==> config.mk <==
export PLATFORM = sky130hd
export DESIGN_NAME = flyby_dma
export DESIGN_NICKNAME = d
export VERILOG_FILES = /design/src/rtl/flyby_dma_pkg.sv /design/src/rtl/flyby_dma_chan.sv /design/src/rtl/flyby_dma_arb.sv /design/src/rtl/flyby_dma_ctrl.sv /design/src/rtl/flyby_dma.sv
export SDC_FILE = /design/constraint.sdc
export NUM_CORES = 1
export LEC_CHECK = 0
export BUFFER_PORTS_ARGS = -buffer_cell sky130_fd_sc_hd__buf_2
export CAP_MARGIN = 40
export CELL_PAD_IN_SITES_DETAIL_PLACEMENT = 0
export CELL_PAD_IN_SITES_GLOBAL_PLACEMENT = 1
export CORE_UTILIZATION = 46
export CTS_BUF_LIST = sky130_fd_sc_hd__clkbuf_8
export DETAILED_ROUTE_END_ITERATION = 8
export PLACE_DENSITY = 0.81
export SLEW_MARGIN = 25
export SYNTH_ARGS = -nofsm -noshare
export SYNTH_HDL_FRONTEND = slang
export SYNTH_SLANG_ARGS = --single-unit
==> constraint.sdc <==
create_clock -name clk -period 2.9 [get_ports clk]
set_input_delay 0.29 -clock clk [delete_from_list [all_inputs] [get_ports clk]]
set_output_delay 0.29 -clock clk [all_outputs]
set_load 0.02 [all_outputs]
==> src/rtl/flyby_dma_pkg.sv <==
package flyby_dma_pkg;

    localparam int NCH       = 3;
    localparam int CH_USB    = 0;
    localparam int CH_IR     = 1;
    localparam int CH_SND    = 2;
    localparam int USB_BURST = 4;

    typedef logic [1:0] ch_idx_t;

    typedef enum logic [1:0] {
        ST_IDLE,
        ST_REQ,
        ST_XFER
    } dma_state_e;

    typedef struct packed {
        logic    found;
        ch_idx_t idx;
    } arb_res_t;

    function automatic logic [2:0] burst_len(ch_idx_t ch);
        return (ch == ch_idx_t'(CH_USB)) ? 3'(USB_BURST) : 3'd1;
    endfunction

endpackage

==> src/rtl/flyby_dma_chan.sv <==
module flyby_dma_chan
    import flyby_dma_pkg::*;
#(
    parameter int   AW         = 32,
    parameter int   CW         = 16,
    parameter logic FORCE_READ = 1'b0
) (
    input  logic          clk,
    input  logic          rst,
    input  logic          load,
    input  logic [AW-1:0] ld_addr,
    input  logic [CW-1:0] ld_words,
    input  logic          ld_en,
    input  logic          ld_dir,
    input  logic          dreq,
    input  logic          step,
    output logic          pend,
    output logic [AW-1:0] addr,
    output logic          dir,
    output logic          last,
    output logic          done
);
    localparam logic DIR_OK = !FORCE_READ;

    logic [CW-1:0] words;
    logic          en;

    assign pend = en && dreq && (words != '0);
    assign last = (words == CW'(1));

    always_ff @(posedge clk) begin
        if (rst) begin
            addr  <= '0;
            words <= '0;
            en    <= 1'b0;
            dir   <= 1'b0;
            done  <= 1'b0;
        end else if (load) begin
            addr  <= ld_addr;
            words <= ld_words;
            en    <= ld_en;
            dir   <= ld_dir & DIR_OK;
            done  <= 1'b0;
        end else if (step) begin
            addr  <= addr + AW'(4);
            words <= words - CW'(1);
            if (last) done <= 1'b1;
        end
    end

    assert_addr_step_R5: assert property (@(posedge clk) disable iff (rst)
        step && !load |=> addr == $past(addr) + AW'(4));

    assert_done_set_R5: assert property (@(posedge clk) disable iff (rst)
        step && !load && last |=> done);

endmodule

==> src/rtl/flyby_dma_arb.sv <==
module flyby_dma_arb
    import flyby_dma_pkg::*;
(
    input  logic [NCH-1:0] pend,
    output arb_res_t       res
);
    always_comb begin
        res = '0;
        for (int i = NCH - 1; i >= 0; i--) begin
            if (pend[i]) begin
                res.found = 1'b1;
                res.idx   = ch_idx_t'(i);
            end
        end
    end
endmodule

==> src/rtl/flyby_dma_ctrl.sv <==
module flyby_dma_ctrl
    import flyby_dma_pkg::*;
(
    input  logic           clk,
    input  logic           rst,
    input  arb_res_t       arb,
    input  logic           grant,
    input  logic [NCH-1:0] last_vec,
    input  logic           clr_err,
    output dma_state_e     state,
    output ch_idx_t        cur,
    output logic           step,
    output logic           err
);
    logic [2:0] beat_cnt;
    logic       burst_end;

    assign step      = (state == ST_XFER) && grant;
    assign burst_end = (beat_cnt == burst_len(cur) - 3'd1) || last_vec[cur];

    always_ff @(posedge clk) begin
        if (rst) begin
            state    <= ST_IDLE;
            cur      <= '0;
            beat_cnt <= '0;
            err      <= 1'b0;
        end else begin
            if (clr_err)
                err <= 1'b0;
            else if (state == ST_XFER && !grant)
                err <= 1'b1;
            case (state)
                ST_IDLE: if (arb.found) begin
                    cur   <= arb.idx;
                    state <= ST_REQ;
                end
                ST_REQ: if (grant) begin
                    state    <= ST_XFER;
                    beat_cnt <= '0;
                end
                ST_XFER: if (grant) begin
                    beat_cnt <= beat_cnt + 3'd1;
                    if (burst_end) state <= ST_IDLE;
                end
                default: state <= ST_IDLE;
            endcase
        end
    end

    assert_burst_cap_R4: assert property (@(posedge clk) disable iff (rst)
        state == ST_XFER |-> beat_cnt < burst_len(cur));

    assert_err_sticky_R9: assert property (@(posedge clk) disable iff (rst)
        state == ST_XFER && !grant && !clr_err |=> err);

endmodule

==> src/rtl/flyby_dma.sv <==
module flyby_dma
    import flyby_dma_pkg::*;
#(
    parameter int AW = 32,
    parameter int CW = 16
) (
    input  logic           clk,
    input  logic           rst,
    input  logic [NCH-1:0] dreq,
    input  logic           cfg_we,
    input  logic [1:0]     cfg_sel,
    input  logic [AW-1:0]  cfg_addr,
    input  logic [CW-1:0]  cfg_words,
    input  logic           cfg_en,
    input  logic           cfg_dir,
    input  logic           bus_grant,
    output logic           bus_req,
    output logic           bus_lock,
    output logic           bus_valid,
    output logic [AW-1:0]  bus_addr,
    output logic           bus_write,
    output logic [NCH-1:0] pdack,
    output logic [NCH-1:0] done,
    output logic           err
);
    logic [NCH-1:0] pend_vec, last_vec, dir_vec;
    logic [AW-1:0]  ch_addr [NCH];
    arb_res_t       arb;
    dma_state_e     state;
    ch_idx_t        cur;
    logic           step;

    for (genvar i = 0; i < NCH; i++) begin : g_chan
        flyby_dma_chan #(
            .AW(AW), .CW(CW), .FORCE_READ(i == CH_SND)
        ) chan_i (
            .clk(clk), .rst(rst),
            .load(cfg_we && cfg_sel == ch_idx_t'(i)),
            .ld_addr(cfg_addr), .ld_words(cfg_words),
            .ld_en(cfg_en), .ld_dir(cfg_dir),
            .dreq(dreq[i]),
            .step(step && cur == ch_idx_t'(i)),
            .pend(pend_vec[i]), .addr(ch_addr[i]), .dir(dir_vec[i]),
            .last(last_vec[i]), .done(done[i])
        );
    end

    flyby_dma_arb arb_i (.pend(pend_vec), .res(arb));

    flyby_dma_ctrl ctrl_i (
        .clk(clk), .rst(rst), .arb(arb), .grant(bus_grant),
        .last_vec(last_vec), .clr_err(cfg_we),
        .state(state), .cur(cur), .step(step), .err(err)
    );

    assign bus_req   = (state != ST_IDLE);
    assign bus_lock  = (state == ST_XFER);
    assign bus_valid = step;
    assign bus_write = step && dir_vec[cur];

    always_comb begin
        bus_addr = '0;
        pdack    = '0;
        for (int i = 0; i < NCH; i++) begin
            if (cur == ch_idx_t'(i)) bus_addr = ch_addr[i];
            pdack[i] = step && cur == ch_idx_t'(i);
        end
    end

    assert_req_cause_R2: assert property (@(posedge clk) disable iff (rst)
        $rose(bus_req) |-> $past(|pend_vec));

    assert_lock_release_R3: assert property (@(posedge clk) disable iff (rst)
        $fell(bus_lock) |-> $past(bus_valid));

    assert_valid_grant_R10: assert property (@(posedge clk) disable iff (rst)
        bus_valid |-> bus_grant && bus_lock && $onehot(pdack));

    assert_snd_read_R7: assert property (@(posedge clk) disable iff (rst)
        bus_valid && pdack[CH_SND] |-> !bus_write);

endmodule

Word level (Yosys, flattened, before mapping)
Cells that the tools add are included.
- register bits after elaboration: 160
- bits in latches: 0
- bits in writable memories: 0
- memory bits (read-only): 0
- input bits: 59
- output and inout port bits: 43
- memories: 0
- add/subtract/negate cells: 8
- $mul: 0
- div/mod/pow operators: 0
- order comparisons: 1
- eq/ne operators: 14
- shift operators: 0
- multiplexer cells: 31
- bitwise logic cells: 0
- reductions and logical operators: 38
- operators with widths (operator ; number):
    $mux 32 ; 9
    $add 32x3->32 const B ; 3
    $mux 16 ; 6
    $eq 16x1->1 const B ; 3
    $reduce_bool 16->1 ; 3
    $sub 16x1->16 const B ; 3
    $mux 3 ; 6
    $logic_and 1x1->1 ; 15
    $reduce_bool 2->1 ; 5
    $mux 2 ; 4
    $reduce_and 2->1 ; 4
    $reduce_or 2->1 ; 4
    $eq 2x1->1 const B ; 3
    $eq 2x2->1 const B ; 3
    $logic_not 2->1 ; 3
    $ne 2x2->1 const B ; 3
    $pmux 2 s3 ; 1
    $pmux 3 s2 ; 1
    $bmux 1 s2 ; 2
    $reduce_and 4->1 ; 1
    $add 3x1->3 const B ; 1
    $eq 3x3->1 ; 1
    $lt 2x3->1 const B ; 1
    $reduce_and 3->1 ; 1
    5 further kinds ; 6

Depth between registers and ports, before layout
- word-level depth: 8
- gate-level depth with buffers: 8

Modules after synthesis
A second synthesis with hierarchy kept.
- cells, all modules: 1243
- area total of the unflattened synthesis: 9925.8 µm²
- modules (own cells, without submodules) (module ; instances ; cells each ; area each (µm²)):
    flyby_dma_chan (g_chan[0].chan_i ...) ; 2 ; 351 ; 2869.0
    flyby_dma_chan (g_chan[2].chan_i) ; 1 ; 356 ; 2836.5
    flyby_dma ; 1 ; 123 ; 868.3
    flyby_dma_ctrl ; 1 ; 59 ; 462.9
    flyby_dma_arb ; 1 ; 3 ; 20.0

Worst setup path before layout
No wires, ideal clock.
- kind: reg-to-output
- from: register ctrl_i.cur[1]
- to: output bus_addr[13]
- data arrival time: 2.099 ns
- data required time: 2.610 ns
- slack: 0.511 ns
- cell stages (with the launch flop): 6
- buffers on the path: 3
- path through: dfxtp_1 -> clkbuf_1 -> clkbuf_1 -> buf_1 -> mux2i_1 -> o21ai_0
- longest elaborated chain between the ends: 4
- RTL lines (what ; line ; RTL):
    start: declaration ; flyby_dma_ctrl.sv:11 ; output ch_idx_t cur,
    start signal: assignment ; flyby_dma_ctrl.sv:34 ; cur <= arb.idx;
    $logic_not 2->1 ; flyby_dma.sv:65 ; if (cur == ch_idx_t'(i)) bus_addr = ch_addr[i];
    $mux 32 (2 in series) ; flyby_dma.sv:65 ;
    $mux 32 * ; flyby_dma.sv:65 ;
    end: declaration ; flyby_dma.sv:20 ; output logic [AW-1:0] bus_addr,
Every way passes the cells marked *; elsewhere a longest branch is shown, timed or not.

Worst setup path in the final report
- from: register ctrl_i.cur[0]
- to: output bus_addr[29]
Same word-level chain as after synthesis.

==> impl_metrics.ini <==
[global_routing]
grt_pass1_vias = 7958
grt_max_degree = 54
gr-total-overflow = 0
grt_pass1_wl_um = 43450
grt.total_usage_pct = 27.39
antenna_found_initial = 1

[worst_setup_path]
r2r_setup_slack_ns = 0.42
end_kind = output port
worstPathArrival_ns = 2.42
crit_fanout = 41
startpoint_type = flip-flop
criticalPathCategory = flip-flop to output port
cp.required_ns = 2.61

[timing]
rsz0062_at_grt = false
fmax_mhz = 369.7
slew_headroom_pct = 52.33
worst_pin_slew_ns = 0.7085
fin_ws_ns = 0.1950
post-route-min-period_ns = 2.705
final-hold-violation-count = 0
min_period_over_period_pct = 93.28
setup_viol = 0
setup_tns_ns = 0
clock_skew_ns = 0.01349
slew_violations = 0

[synthesis]
synth_cell_types = 59
synth_seq_cells = 160
yosys-top-cells-area = dfxtp_1, a211oi_1, xnor2_1
synthFlopType = dfxtp_1
async_flop_share_pct = 0
synth_nets = 1238
ys_warn_count = 0
ys_seq_area_share_pct = 34.54
syn_inst = 1169
synth-edff-count = 0
syn_area_per_cell_um2 = 7.933
synth_area_um2 = 9274
synth_top_area_share_pct = 34.54
yosys.area.top_type = dfxtp_1

[min_path]
holdCritPathClass = input port to flip-flop

[clock_tree]
cts_htree_levels = 4
cts.clk_slew.worst_paths_ns = 0.09
cts_tree = done
cts.sinks = 160
cts_buffers = 17
clock_path_buffers = 2
insertion_delay_ns = 0.46
cts_root_buf = clkbuf_8
postCtsHoldBufs = 0
cts_resized = 0
post-cts-setup-buffers = 0

[layout]
diodes = 0
final_common_cell = dfxtp_1
area_growth_pct = 11.47
final_cell_mix = dfxtp_1, nor2_1, nand2_1
drive_gt1_share_pct = 13.78
layout.nets = 1292

[placed_design]
dp_slack_ns = 0.4459
portBuffers = 101
place_congestion = 0.8637
place_hpwl_um = 20070

[die]
die_area_um2 = 20730
core_um2 = 19590
rows = 51
chipWidth_um = 144.0
start_util_pct = 47.34
die_h_um = 144.0
ios = 102

[detailed_routing]
ant_nets = 0
met2_wirelength_um = 13650
post_drt_via_cell_ratio = 5.771
wl_um = 27820
wl_met1_um = 12600
num_vias = 8650
routed-wl-met3_um = 896
drc_errors = 0
drt_pass1_iterations = 4
wire_per_inst_um = 18.56
top_layer = met5
drt_iter0_drc = 622

[power]
power.density_nw_per_um2 = 449.9
ir_drop_mv = 0.2469
p_leak_nw = 3.468

[status]
status = finished clean

[flow_run]
drv_cap = 0
area by class of cell:
type                    count  area [um2]
repair buffers            126       770.7
clock buffers              18       247.7
multi-input cells         892        5564
well taps                 265       331.6
flip-flops and latches    160        3204
clock inverters            12       121.4
inverters                  26       97.59
fillers                  1957        9253
report_power, final:
group | internal [mW] | switching, mW | leakage [nW] | total [mW]
registers | 2.30 | 0.129 | 1.31 | 2.43
logic | 0.236 | 0.362 | 1.97 | 0.598
clock network | 0.769 | 0.853 | 0.191 | 1.62
sequential cells by signal (all words and copies together) (netlist names):
signal,cells
g_chan.chan_i.dir,2
g_chan.chan_i.addr,96
g_chan.chan_i.words,48
ctrl_i.state,2
g_chan.chan_i.done,3
ctrl_i.cur,2
g_chan.chan_i.en,3
ctrl_i.beat_cnt,3
ctrl_i.err,1
stage by stage:
step           cell area, um2  hold slack [ns]  util (%)  total power [mW]  cells
2_1_floorplan            9274           0.3693         -             2.844   1169
3_3_place_gp             9968           0.4439     50.88             3.070   1469
3_5_place_dp             9968           0.4486     50.88             3.076   1469
4_1_cts                 10340          0.03656     52.77             4.679   1499
5_1_grt                 10340          0.06350     52.77             4.844   1499
6_report                10340          0.07313     52.77             4.651   1499
logic make-up (layout without fill, tap and decap cells):
family	count (synthesis)	after routing	share of synthesized area, %
AOI/OAI and AO/OA	230	230	17.18
muxes	32	32	3.454
and+or+nand+nor	505	505	27.04
xor gates and xnor gates	115	115	10.86
DFF	160	160	34.54
adders and majority gates	10	10	1.349
buffers and inverters	117	182	5.586
critical path: stages, from the launching register on:
cell and delay (ns):
dfxtp_1 0.58, buf_12 0.28, nor2b_2 0.19, buf_4 0.39, nand2_1 0.10, o21ai_0 0.17, buf_2 0.24
Yosys cell counts, types with 4 or more instances:
cell type,instances
a211oi_1,110
a21oi_1,24
a311oi_1,19
and3_1,6
and3b_1,4
and4_1,10
buf_1,5
buf_2,4
buf_4,7
clkbuf_1,69
dfxtp_1,160
ha_1,10
inv_1,24
mux2i_1,32
nand2_1,111
nand3_1,40
nand3b_1,9
nand4_1,29
nor2_1,154
nor3_1,40
nor3b_1,4
nor4_1,40
o211ai_1,4
o21ai_0,48
o31ai_1,8
or3_1,22
or4_1,11
xnor2_1,75
xor2_1,40
final timing paths:
path                                                 end  cells past startpoint                        startpoint
setup / recovery                            bus_addr[29]                      6        ctrl_i.cur[0]$_SDFFE_PP0P_
hold reg to reg         g_chan[1].chan_i.en$_SDFFE_PP0P_                      2  g_chan[1].chan_i.en$_SDFFE_PP0P_
setup reg to reg  g_chan[0].chan_i.addr[28]$_SDFFE_PP0P_                      5      ctrl_i.state[1]$_SDFFE_PP0P_
hold / removal                   ctrl_i.err$_SDFFE_PP0P_                      2                            cfg_we
layer usage:
metal	global-route usage, %	vias up
met5	0	-
met2	46.78	165
met4	8.903	2
li1	-	4340
met3	3.808	45
met1	35.38	4098
No activity file was read; power rests on OpenSTA's default activity.
